--- config.mk ---
export PLATFORM = sky130hd
export DESIGN_NAME = railcheck_reg
export DESIGN_NICKNAME = d
export VERILOG_FILES = /design/src/rtl/railcheck_pkg.sv /design/src/rtl/railcheck_phase.sv /design/src/rtl/railcheck_stage.sv /design/src/rtl/railcheck_cell.sv /design/src/rtl/railcheck_reg.sv
export SDC_FILE = /design/constraint.sdc
export NUM_CORES = 1
export LEC_CHECK = 0
export BUFFER_PORTS_ARGS = -buffer_cell sky130_fd_sc_hd__buf_4
export CORE_UTILIZATION = 52
export DETAILED_ROUTE_END_ITERATION = 8
export GPL_TIMING_DRIVEN = 0
export PLACE_DENSITY = 0.78
export SLEW_MARGIN = 20
export SYNTH_ARGS = -nofsm -noshare
export SYNTH_HDL_FRONTEND = slang
export SYNTH_SLANG_ARGS = --single-unit
--- constraint.sdc ---
create_clock -name clk -period 1 [get_ports clk]
set_input_delay 0.05 -clock clk [delete_from_list [all_inputs] [get_ports clk]]
set_output_delay 0.05 -clock clk [all_outputs]
set_load 0.05 [all_outputs]
--- src/rtl/railcheck_pkg.sv ---
package railcheck_pkg;

    // One dual-rail bit: a true rail and a complement rail.
    typedef struct packed {
        logic t;
        logic c;
    } rail_t;

    // Decoded meaning of the two stage-clock rails.
    typedef enum logic [1:0] {
        PH_INVALID = 2'd0,
        PH_MASTER  = 2'd1,
        PH_SLAVE   = 2'd2
    } phase_e;

    // A rail pair is usable only when its rails disagree.
    function automatic logic rail_ok(input rail_t r);
        return r.t ^ r.c;
    endfunction

    // Value a stage holds after reset: logical zero.
    function automatic rail_t rail_zero();
        rail_t r;
        r.t = 1'b0;
        r.c = 1'b1;
        return r;
    endfunction

    // Map the clock rails to a phase. Equal rails never open a stage.
    function automatic phase_e clock_phase(input logic t, input logic c);
        phase_e p;
        if (!t && c)
            p = PH_MASTER;
        else if (t && !c)
            p = PH_SLAVE;
        else
            p = PH_INVALID;
        return p;
    endfunction

endpackage

--- src/rtl/railcheck_phase.sv ---
module railcheck_phase
    import railcheck_pkg::*;
(
    input  logic   ck_t,
    input  logic   ck_c,
    output phase_e ph
);

    always_comb begin
        ph = clock_phase(ck_t, ck_c);
    end

endmodule

--- src/rtl/railcheck_stage.sv ---
module railcheck_stage
    import railcheck_pkg::*;
#(
    parameter phase_e OPEN_ON = PH_MASTER
) (
    input  logic   clk,
    input  logic   rst,
    input  phase_e ph,
    input  rail_t  din,
    output rail_t  dout
);

    logic take;

    // The stage opens only in its own phase and only for coherent rails.
    always_comb begin
        take = (ph == OPEN_ON) && rail_ok(din);
    end

    always_ff @(posedge clk) begin
        if (rst)
            dout <= rail_zero();
        else if (take)
            dout <= din;
    end

endmodule

--- src/rtl/railcheck_cell.sv ---
module railcheck_cell
    import railcheck_pkg::*;
(
    input  logic   clk,
    input  logic   rst,
    input  phase_e ph,
    input  rail_t  din,
    output rail_t  dout,
    output logic   bad
);

    rail_t mid;

    railcheck_stage #(.OPEN_ON(PH_MASTER)) u_master (
        .clk  (clk),
        .rst  (rst),
        .ph   (ph),
        .din  (din),
        .dout (mid)
    );

    railcheck_stage #(.OPEN_ON(PH_SLAVE)) u_slave (
        .clk  (clk),
        .rst  (rst),
        .ph   (ph),
        .din  (mid),
        .dout (dout)
    );

    // The flag reports agreeing input rails whatever the clock phase.
    always_ff @(posedge clk) begin
        if (rst)
            bad <= 1'b0;
        else
            bad <= ~rail_ok(din);
    end

endmodule

--- src/rtl/railcheck_reg.sv ---
module railcheck_reg
    import railcheck_pkg::*;
#(
    parameter int W = 8
) (
    input  logic         clk,
    input  logic         rst,
    input  logic         ck_t,
    input  logic         ck_c,
    input  logic [W-1:0] d_t,
    input  logic [W-1:0] d_c,
    output logic [W-1:0] q_t,
    output logic [W-1:0] q_c,
    output logic [W-1:0] mis
);

    phase_e ph;

    railcheck_phase u_phase (
        .ck_t (ck_t),
        .ck_c (ck_c),
        .ph   (ph)
    );

    // One independent cell per bit.
    for (genvar i = 0; i < W; i++) begin : g_bit
        rail_t bit_in;
        rail_t bit_out;

        always_comb begin
            bit_in.t = d_t[i];
            bit_in.c = d_c[i];
        end

        railcheck_cell u_cell (
            .clk  (clk),
            .rst  (rst),
            .ph   (ph),
            .din  (bit_in),
            .dout (bit_out),
            .bad  (mis[i])
        );

        assign q_t[i] = bit_out.t;
        assign q_c[i] = bit_out.c;
    end

endmodule

; ---- Word level (Yosys, flattened, before mapping)
; Index checks and enable logic that the tools add are counted.
[op_classes]
n_eq_ne = 2
mux = 2
n_bitwise = 24
n_reduce_logical = 20
[ops]
columns = cell, n
row1 = $logic_and A1 B1 Y1, 18
row2 = $xor A1 B1 Y1, 16
row3 = $not A1 Y1, 8
row4 = $mux W2, 2
row5 = $eq A2 B1 Y1 const B, 1
row6 = $eq A2 B2 Y1 const B, 1
row7 = $logic_not A1 Y1, 2
[totals]
ff_bits = 40
in_bits = 20
out_inout_bits = 24
word_cells = 88

; ---- Depth between registers and ports, before layout
; Gate-level depths: netlist of the first run.
[logic_depth]
ltp_word = 6
ltp_mapped = 4
ltp_nobuf = 3

; ---- Hierarchy
; A second synthesis of the first run with hierarchy kept.
[unflattened]
hier_cells = 202
area_unflattened_um2 = 1856.8
[by_module_without_submodules]
columns = mod, n_inst, cells_per_inst, area_per_inst_um2, seq_area_each_um2
row1 = railcheck_stage, 16, 11, 98.8, 40.0
row2 = railcheck_cell, 8, 3, 32.5, 20.0
row3 = railcheck_phase, 1, 2, 15.0, 0.0

; ---- Least setup slack after synthesis of the first run
; No wires, ideal clock.
[synth_timing]
path_kind = reg-to-reg
from = reg, netlist name g_bit[1].u_cell.u_slave.dout[0]
to = reg, netlist name g_bit[1].u_cell.u_slave.dout[0]
setup_time_ps = 60
t_arrival_ps = 985
slack_ps = -45
stages_incl_launch_ff = 3
n_path_buf = 0
synth_period_minus_slack_ps = 1045
cell_sequence = dfxtp_1 a21boi_0 o32a_1

; ---- Final worst setup path of the first run
[layout_timing]
from = reg, netlist name g_bit[7].u_cell.u_slave.dout[1]
to = out q_t[7]
[layout_lines]
columns = element, line_no
row1 = end: declaration, railcheck_reg.sv:12  ; output logic [W-1:0] q_t,
; No word-level cell between the ends.

==> reports/metrics.sh, run 1 <==
MIN_PERIOD_OVER_PERIOD_PCT=98.65
NETS=259
PLACE_AREA_UM2=2128
POSTSYNTHREGISTERBITS=40
CRITICAL_PATH.N_BUFFERS_INVERTERS=1
CP_MAX_FO=3
WORSTHOLDPATHTYPE='input port to flip-flop'
DRIVE_GT1_SHARE_PCT=36.67
SYNTHESIS.AREA_UM2=1739
WORST_R2R_PATH_DEPTH=2
FINAL_MAX_SLEW_VIOL_COUNT=0
REG2REG_SETUP_SLACK_NS=0.06
DRT-PASS1-ITER-COUNT=6
DRT_ANTENNA_NET_COUNT=0
WEIGHTED_CONGESTION_REPORTED_AT_THE_END_OF_ROUTABILITY_DRIVEN_PLACEMENT=0.7188
LIBRARY_CELLS_USED_BY_SYNTHESIS=28
DRC=0
ANTENNA_VIOLATIONS_BEFORE_REPAIR=0
DIE_X_UM=59.83
GRT.TOTAL_USAGE_PCT=28.77
CLK_LATENCY_NS=0.37
AVGSYNTHCELLAREA_UM2=9.504
FP.DIEH_UM=59.83
STATUS='completed'
REL_SLEW_SLACK_PCT=60.39
CTS_BUFFERS=5
WORST_IR_DROP_VDD_mV=0.8527
PLACEMENT_ROWS=20
POSTCTSSETUPBUFFERS=0
TRITONCTS='yes'
ANTENNADIODECOUNT=0
POWER.DENSITY_nW_PER_UM2=1350
HTREEDEPTH=2
FLOORPLAN.INITIALDENSITY_PCT=56.05
POSTLAYOUTCOREUTIL_PCT=75.93
SYNTH.TOP_CELLS.BY_AREA='dfxtp_1, o32a_1, o32ai_1'
WORST_HOLD_PATH.NUM_CELLS=3
CP_DATA_REQUIRED_TIME_NS=0.95
WORSTMARGINPINSLEW_NS=0.5941
INITIALDRTVIOLATIONCOUNT=123
GRT_START_MAX_NET_PINS=12
MAX_CAP_VIOLATIONS=0
NUMBER_OF_I_O_PINS=44
VIA_PER_INST=5.761
TIMING.FINAL.CRIT_PERIOD_NS=0.9865
SYNTH-XOR-AREA-SHARE_PCT=4.029
SLOWEST_DELAY_NS=0.40
PLACE.PORT_BUFFERS=42
COMBINATIONAL_FAMILY_WITH_THE_MOST_AREA_AFTER_SYNTHESIS='compound AO/OA/AOI/OAI gates'
TIMING.CRITICAL_PATH.SLOWEST_STAGE_CELL='dfxtp_1'
WORST_CLK_SKEW_NS=0.007119
FINALHOLDVIOLATIONS=0
DRT-TOTAL-WL_MM=4.675
SYNTH_COMPOUND_GATE_AREA_SHARE_PCT=29.86
CTSLONGESTPATHBUFFERS=2
SHARE_OF_SYNTHESIZED_CELL_AREA_IN_AND_OR_NAND_AND_NOR_GATES_PCT=11.65
FP.DIEAREA_UM2=3580
SYNTH_TOP_CELLS_BY_COUNT='dfxtp_1, nor2_1, a21oi_1'
CLKSLEWWORSTSETUPHOLDPATHS_NS=0.10
TIMING.SETUP.CRITICAL_PATH_CLASS='flip-flop to primary output'
NUM_VIAS=1636
YOSYS_WARNINGS=0
STARTPOINT_TYPE='flip-flop'
FMAX_MHz=1014
CTS.ROOT.BUFFER_CELL='clkbuf_4'
SYN-INSTANCE-COUNT=183
SHARE_OF_SYNTHESIZED_AREA_SPENT_ON_MULTIPLEXERS_PCT=0
FINAL-SETUP-VIOL-COUNT=0
SYNTHDOMINANTAREACELLTYPE='dfxtp_1'
WIRE_LENGTH_OF_THE_FIRST_GLOBAL_ROUTING_PASS_MM=7.362
PATH_DELAY_FAMILY='flip-flops'
DRT-WIRELENGTH-PER-CELL_UM=16.46
SYNTH_TOP_AREA_SHARE_PCT=46.04
YS_SEQ_AREA_SHARE_PCT=46.04
SYN_TO_FINAL_GROWTH_PCT=35.47
STAGES_ON_WORST_SETUP_PATH=1
WORSTPATHCELLLIST='buf_6'
FINAL_STD_CELL_AREA_NO_FILL_UM2=2356
SYNTH_FP_NETS=203
FIRST_GLOBAL_VIAS=1663
SYNTH_TOP_FLOP_CELL='dfxtp_1'
CORE_UM2=3103
SYNTH_EDF_COUNT=0
ENDPOINT_KIND='primary output'
DATA_ARRIVAL_TIME_OF_THE_WORST_PATH_NS=0.94
ASYNC_FLOP_SHARE_PCT=0
NUMCLOCKSINKS=40
DETAILEDPLACEMENTHPWL_MM=3.108
SYNTHMOSTINSTANTIATEDCELL='dfxtp_1'
SYNTH-ADDER-AREA-SHARE_PCT=0
POWER.LEAKAGE_uW=0.0009069
GLOBAL_ROUTE.OVERFLOW_TOTAL=0
## cells by family after synthesis
logic type / count (synthesis)
compound gates: 66
buf+inv: 26
simple gates: 43
flops: 40
xor+xnor: 8
## stage by stage
step	hold slack, ns	std cells	setup WS, ns	setup TNS (ns)	total power, uW
floorplan	0.1682	183	0.07395	0	2085
detailed placement	0.2858	269	-0.1162	-1.335	2287
global route	0.002501	284	-0.009437	-0.009437	3300
finish	0.006932	284	0.01346	0	3180
global placement	0.2784	269	-0.06624	-0.9341	2262
CTS	0.007627	292	0.0009174	0	3178
## state kept, by name, indices dropped and copies added (netlist names)
| register | count |
|---|---|
| g_bit.u_cell.bad | 8 |
| g_bit.u_cell.u_master.dout | 16 |
| g_bit.u_cell.u_slave.dout | 16 |
## layer usage
| layer | up-vias | share of wire (%) | wire length, um | track usage (%) |
|---|---|---|---|---|
| met1 | 782 | 40 | 1866 | 30.91 |
| met5 | - | 0 | 0 | 0 |
| met3 | 14 | 5.4 | 252 | 4.978 |
| met4 | 0 | 3.0 | 140 | 16.61 |
| li1 | 776 | - | - | - |
| met2 | 64 | 52 | 2416 | 52.38 |
## path summary, 6_finish.rpt
kind	from	end
min	d_t[6]	g_bit[6].u_cell.u_master.dout[1]$_SDFFE_PP0P_
max reg2reg	g_bit[5].u_cell.u_master.dout[0]$_SDFFE_PP1P_	g_bit[5].u_cell.u_slave.dout[0]$_SDFFE_PP1P_
min reg2reg	g_bit[7].u_cell.u_master.dout[1]$_SDFFE_PP0P_	g_bit[7].u_cell.u_slave.dout[0]$_SDFFE_PP1P_
max	g_bit[7].u_cell.u_slave.dout[1]$_SDFFE_PP0P_	q_t[7]
## power by group
group | switching, uW | internal [uW]
clock network | 513 | 347
logic | 327 | 273
registers | 51.9 | 1670
total | 893 | 2290
## cell usage in the layout, fill, tap and decap left out, types with 12 or more instances in the layout
cell type      netlist  routed
dlygate4sd3_1        0      15
dfxtp_2              0      21
a21oi_1             17      17
o32ai_1             12      12
dfxtp_1             40      19
o32a_1              15      15
buf_4               10      33
nor2_1              23      23
## what timing repair did
| action | 4_1_cts | 5_1_grt |
|---|---|---|
| setup endpoints to repair | 8 | 11 |
| resized for setup | 8 | 17 |
| hold endpoints to repair | 22 | 0 |
| pin swaps | 0 | 0 |
| hold buffers | 15 | 0 |
## area by class of cell
class	count	area [um^2]
clock buffers	8	58.81
flip-flops and latches	40	827.0
multi-input cells	117	792.0
plain buffers	9	52.55
well taps	44	55.05
fillers	241	747.0
inverters	9	33.78
repair buffers	57	536.8
Note: power is estimated with default switching activity, not from simulation.
==> run 2, diff against run 1 <==
--- a/config.mk
+++ b/config.mk
@@ -6,10 +6,12 @@
 export NUM_CORES = 1
 export LEC_CHECK = 0
 export BUFFER_PORTS_ARGS = -buffer_cell sky130_fd_sc_hd__buf_4
-export CORE_UTILIZATION = 52
+export CELL_PAD_IN_SITES_DETAIL_PLACEMENT = 1
+export CELL_PAD_IN_SITES_GLOBAL_PLACEMENT = 2
+export CORE_UTILIZATION = 31
 export DETAILED_ROUTE_END_ITERATION = 8
 export GPL_TIMING_DRIVEN = 0
-export PLACE_DENSITY = 0.78
+export PLACE_DENSITY_LB_ADDON = 0.1
 export SLEW_MARGIN = 20
 export SYNTH_ARGS = -nofsm -noshare
 export SYNTH_HDL_FRONTEND = slang
==> run 2 against run 1 <==
  * Clock power grew 29%
  * Setup slack better by 0.045 ns
  * Flip-flop and latch count did not move
  * Fmax rose by 4.8%
  * Critical path depth increased by 1
  * Critical endpoint is now mis[5]
  * Final cell count is 9.2% higher
  * Die area rose by 65%
  * Combinational power down 4.0%
  * Core utilization decreased by 32 points
  * Register-to-register slack about the same
  * Sequential power is essentially flat
  * Largest cell class unchanged
==> reports/metrics.sh, run 2 (synthesis results as in run 1) <==
DRT-WIRELENGTH-PER-CELL_UM=16.41
DATA_ARRIVAL_TIME_OF_THE_WORST_PATH_NS=0.89
INSTANCES_NO_FILL=310
NUM_VIAS=1609
CLK_LATENCY_NS=0.29
CORE_UM2=5270
NUMBER_OF_I_O_PINS=44
STATUS='completed'
COMBINATIONAL_POWER_SHARE_PCT=17.0
HTREEDEPTH=2
POWER.DENSITY_nW_PER_UM2=1461
CTS_BUFFERS=5
REL_SLEW_SLACK_PCT=56.80
CTS.ROOT.BUFFER_CELL='clkbuf_8'
WIRE_LENGTH_OF_THE_FIRST_GLOBAL_ROUTING_PASS_MM=8.542
DESIGN_POWER_TOTAL_uW=3391
TIMING.FINAL.CRIT_PERIOD_NS=0.9412
TIMING.SETUP.CRITICAL_PATH_CLASS='flip-flop to primary output'
LAYOUT_COMMON_CELLS='buf_4, dfxtp_1, nor2_1, a21oi_1'
ANTENNADIODECOUNT=0
PLACE_AREA_UM2=2161
SETUP_TOTAL_NEGATIVE_SLACK_NS=0
ANTENNA_VIOLATIONS_BEFORE_REPAIR=0
NETSWITCHINGFRACTION_PCT=27.10
WORSTHOLDPATHTYPE='input port to flip-flop'
FINALHOLDVIOLATIONS=0
FINAL-SETUP-VIOL-COUNT=0
WORST_CLK_SKEW_NS=0.004146
CP_MAX_FO=1
DRC=0
PLACE.PORT_BUFFERS=42
FINALHOLDWORSTSLACK_NS=0.01733
SYN_TO_FINAL_GROWTH_PCT=33.45
MULTIINPUTGATEAREA_UM2=792.0
FINAL_STD_CELL_AREA_NO_FILL_UM2=2321
CLOCKPOWERSHARE_PCT=32.6
PLACEMENT_ROWS=26
DRIVE_GT1_SHARE_PCT=37.50
WORSTMARGINPINSLEW_NS=0.6481
BIGGESTREGSBYFLOPS='g_bit.u_cell.u_master.dout (16), g_bit.u_cell.u_slave.dout (16), g_bit.u_cell.bad (8)'
DRT-TOTAL-WL_MM=5.088
FIRST_GLOBAL_VIAS=1757
MIN_PERIOD_OVER_PERIOD_PCT=94.12
REG2REG_SETUP_SLACK_NS=0.07
WORST_IR_DROP_VDD_mV=0.6274
INTERNAL-POWER_uW=2472
POSTCTSSETUPBUFFERS=0
RSZ0062_AT_GRT='false'
CLKSLEWWORSTSETUPHOLDPATHS_NS=0.08
WEIGHTED_CONGESTION_REPORTED_AT_THE_END_OF_ROUTABILITY_DRIVEN_PLACEMENT=0.7794
DIE_X_UM=76.90
NET-SWITCHING-POWER_uW=918.9
SEQCELLAREA_UM2=819.5
CTSLONGESTPATHBUFFERS=2
CP_DATA_REQUIRED_TIME_NS=0.95
DETAILEDPLACEMENTHPWL_MM=3.632
FP.DIEAREA_UM2=5914
LAYOUT.FILLER_CELLS=635
GRT_START_MAX_NET_PINS=12
DRT_ANTENNA_NET_COUNT=0
FMAX_MHz=1062
FP.DIEH_UM=76.90
GLOBAL_ROUTE.OVERFLOW_TOTAL=0
STARTPOINT_TYPE='flip-flop'
DRT-PASS1-ITER-COUNT=4
POWER.LEAKAGE_uW=0.0009064
MAX_CAP_VIOLATIONS=0
TRITONCTS='yes'
INITIALDRTVIOLATIONCOUNT=31
NETS=259
GRT.TOTAL_USAGE_PCT=18.83
NUMCLOCKSINKS=40
FLOORPLAN.INITIALDENSITY_PCT=33.00
VIA_PER_INST=5.190
FINAL_MAX_SLEW_VIOL_COUNT=0
ENDPOINT_KIND='primary output'
DPL.CELL_COUNT=295
FINAL_COMMON_CELL='buf_4'
P_SEQ_SHARE_PCT=50.4
## run 2: final timing paths
check,from,endpoint,depth (start not counted)
setup / recovery,g_bit[5].u_cell.bad$_SDFF_PP0_,mis[5],2
hold / removal,d_c[7],g_bit[7].u_cell.bad$_SDFF_PP0_,3
setup reg to reg,g_bit[2].u_cell.u_master.dout[0]$_SDFFE_PP1P_,g_bit[2].u_cell.u_slave.dout[0]$_SDFFE_PP1P_,2
hold reg to reg,g_bit[7].u_cell.u_master.dout[1]$_SDFFE_PP0P_,g_bit[7].u_cell.u_slave.dout[0]$_SDFFE_PP1P_,1
## run 2: power by group through the flow
stage | Clock [uW] | Combinational [uW] | Sequential (uW)
2_1_floorplan | 0 | 348 | 1740
3_3_place_gp | 0 | 543 | 1740
3_5_place_dp | 0 | 563 | 1740
4_1_cts | 1140 | 585 | 1710
5_1_grt | 1220 | 622 | 1720
6_report | 1110 | 577 | 1710
## run 2: final cells by class
class                   count  share of cell area (%)
repair buffers             49                   16.60
clock buffers               8                   3.881
flip-flops and latches     40                   35.31
multi-input cells         117                   34.12
inverters                   9                   1.456
plain buffers              17                   4.852
well taps                  70                   3.774
## run 2: critical path, cell delays in order, from the launching register on
cell	delay, ns
dfxtp_1	0.31
buf_4	0.12
buf_4	0.18
## run 2: through the flow
stage	worst slack, ns	utilization [%]
floorplan	0.07395	-
global placement	-0.1620	41.00
detailed placement	-0.1609	41.00
CTS	0.04463	44.04
global route	0.01701	44.04
finish	0.05882	44.04
## run 2: routing by layer
metal	global-route usage, %	up-vias	wire length [um]
li1	-	773	-
met2	33.84	36	2612
met4	9.423	0	112
met1	20.86	788	2210
met3	3.810	12	153
met5	0	-	0
## run 2: repair_timing
| item | CTS | global route |
|---|---|---|
| hold buffers | 7 | 0 |
| resized for setup | 0 | 0 |
| endpoints found under the hold margin | 7 | 0 |
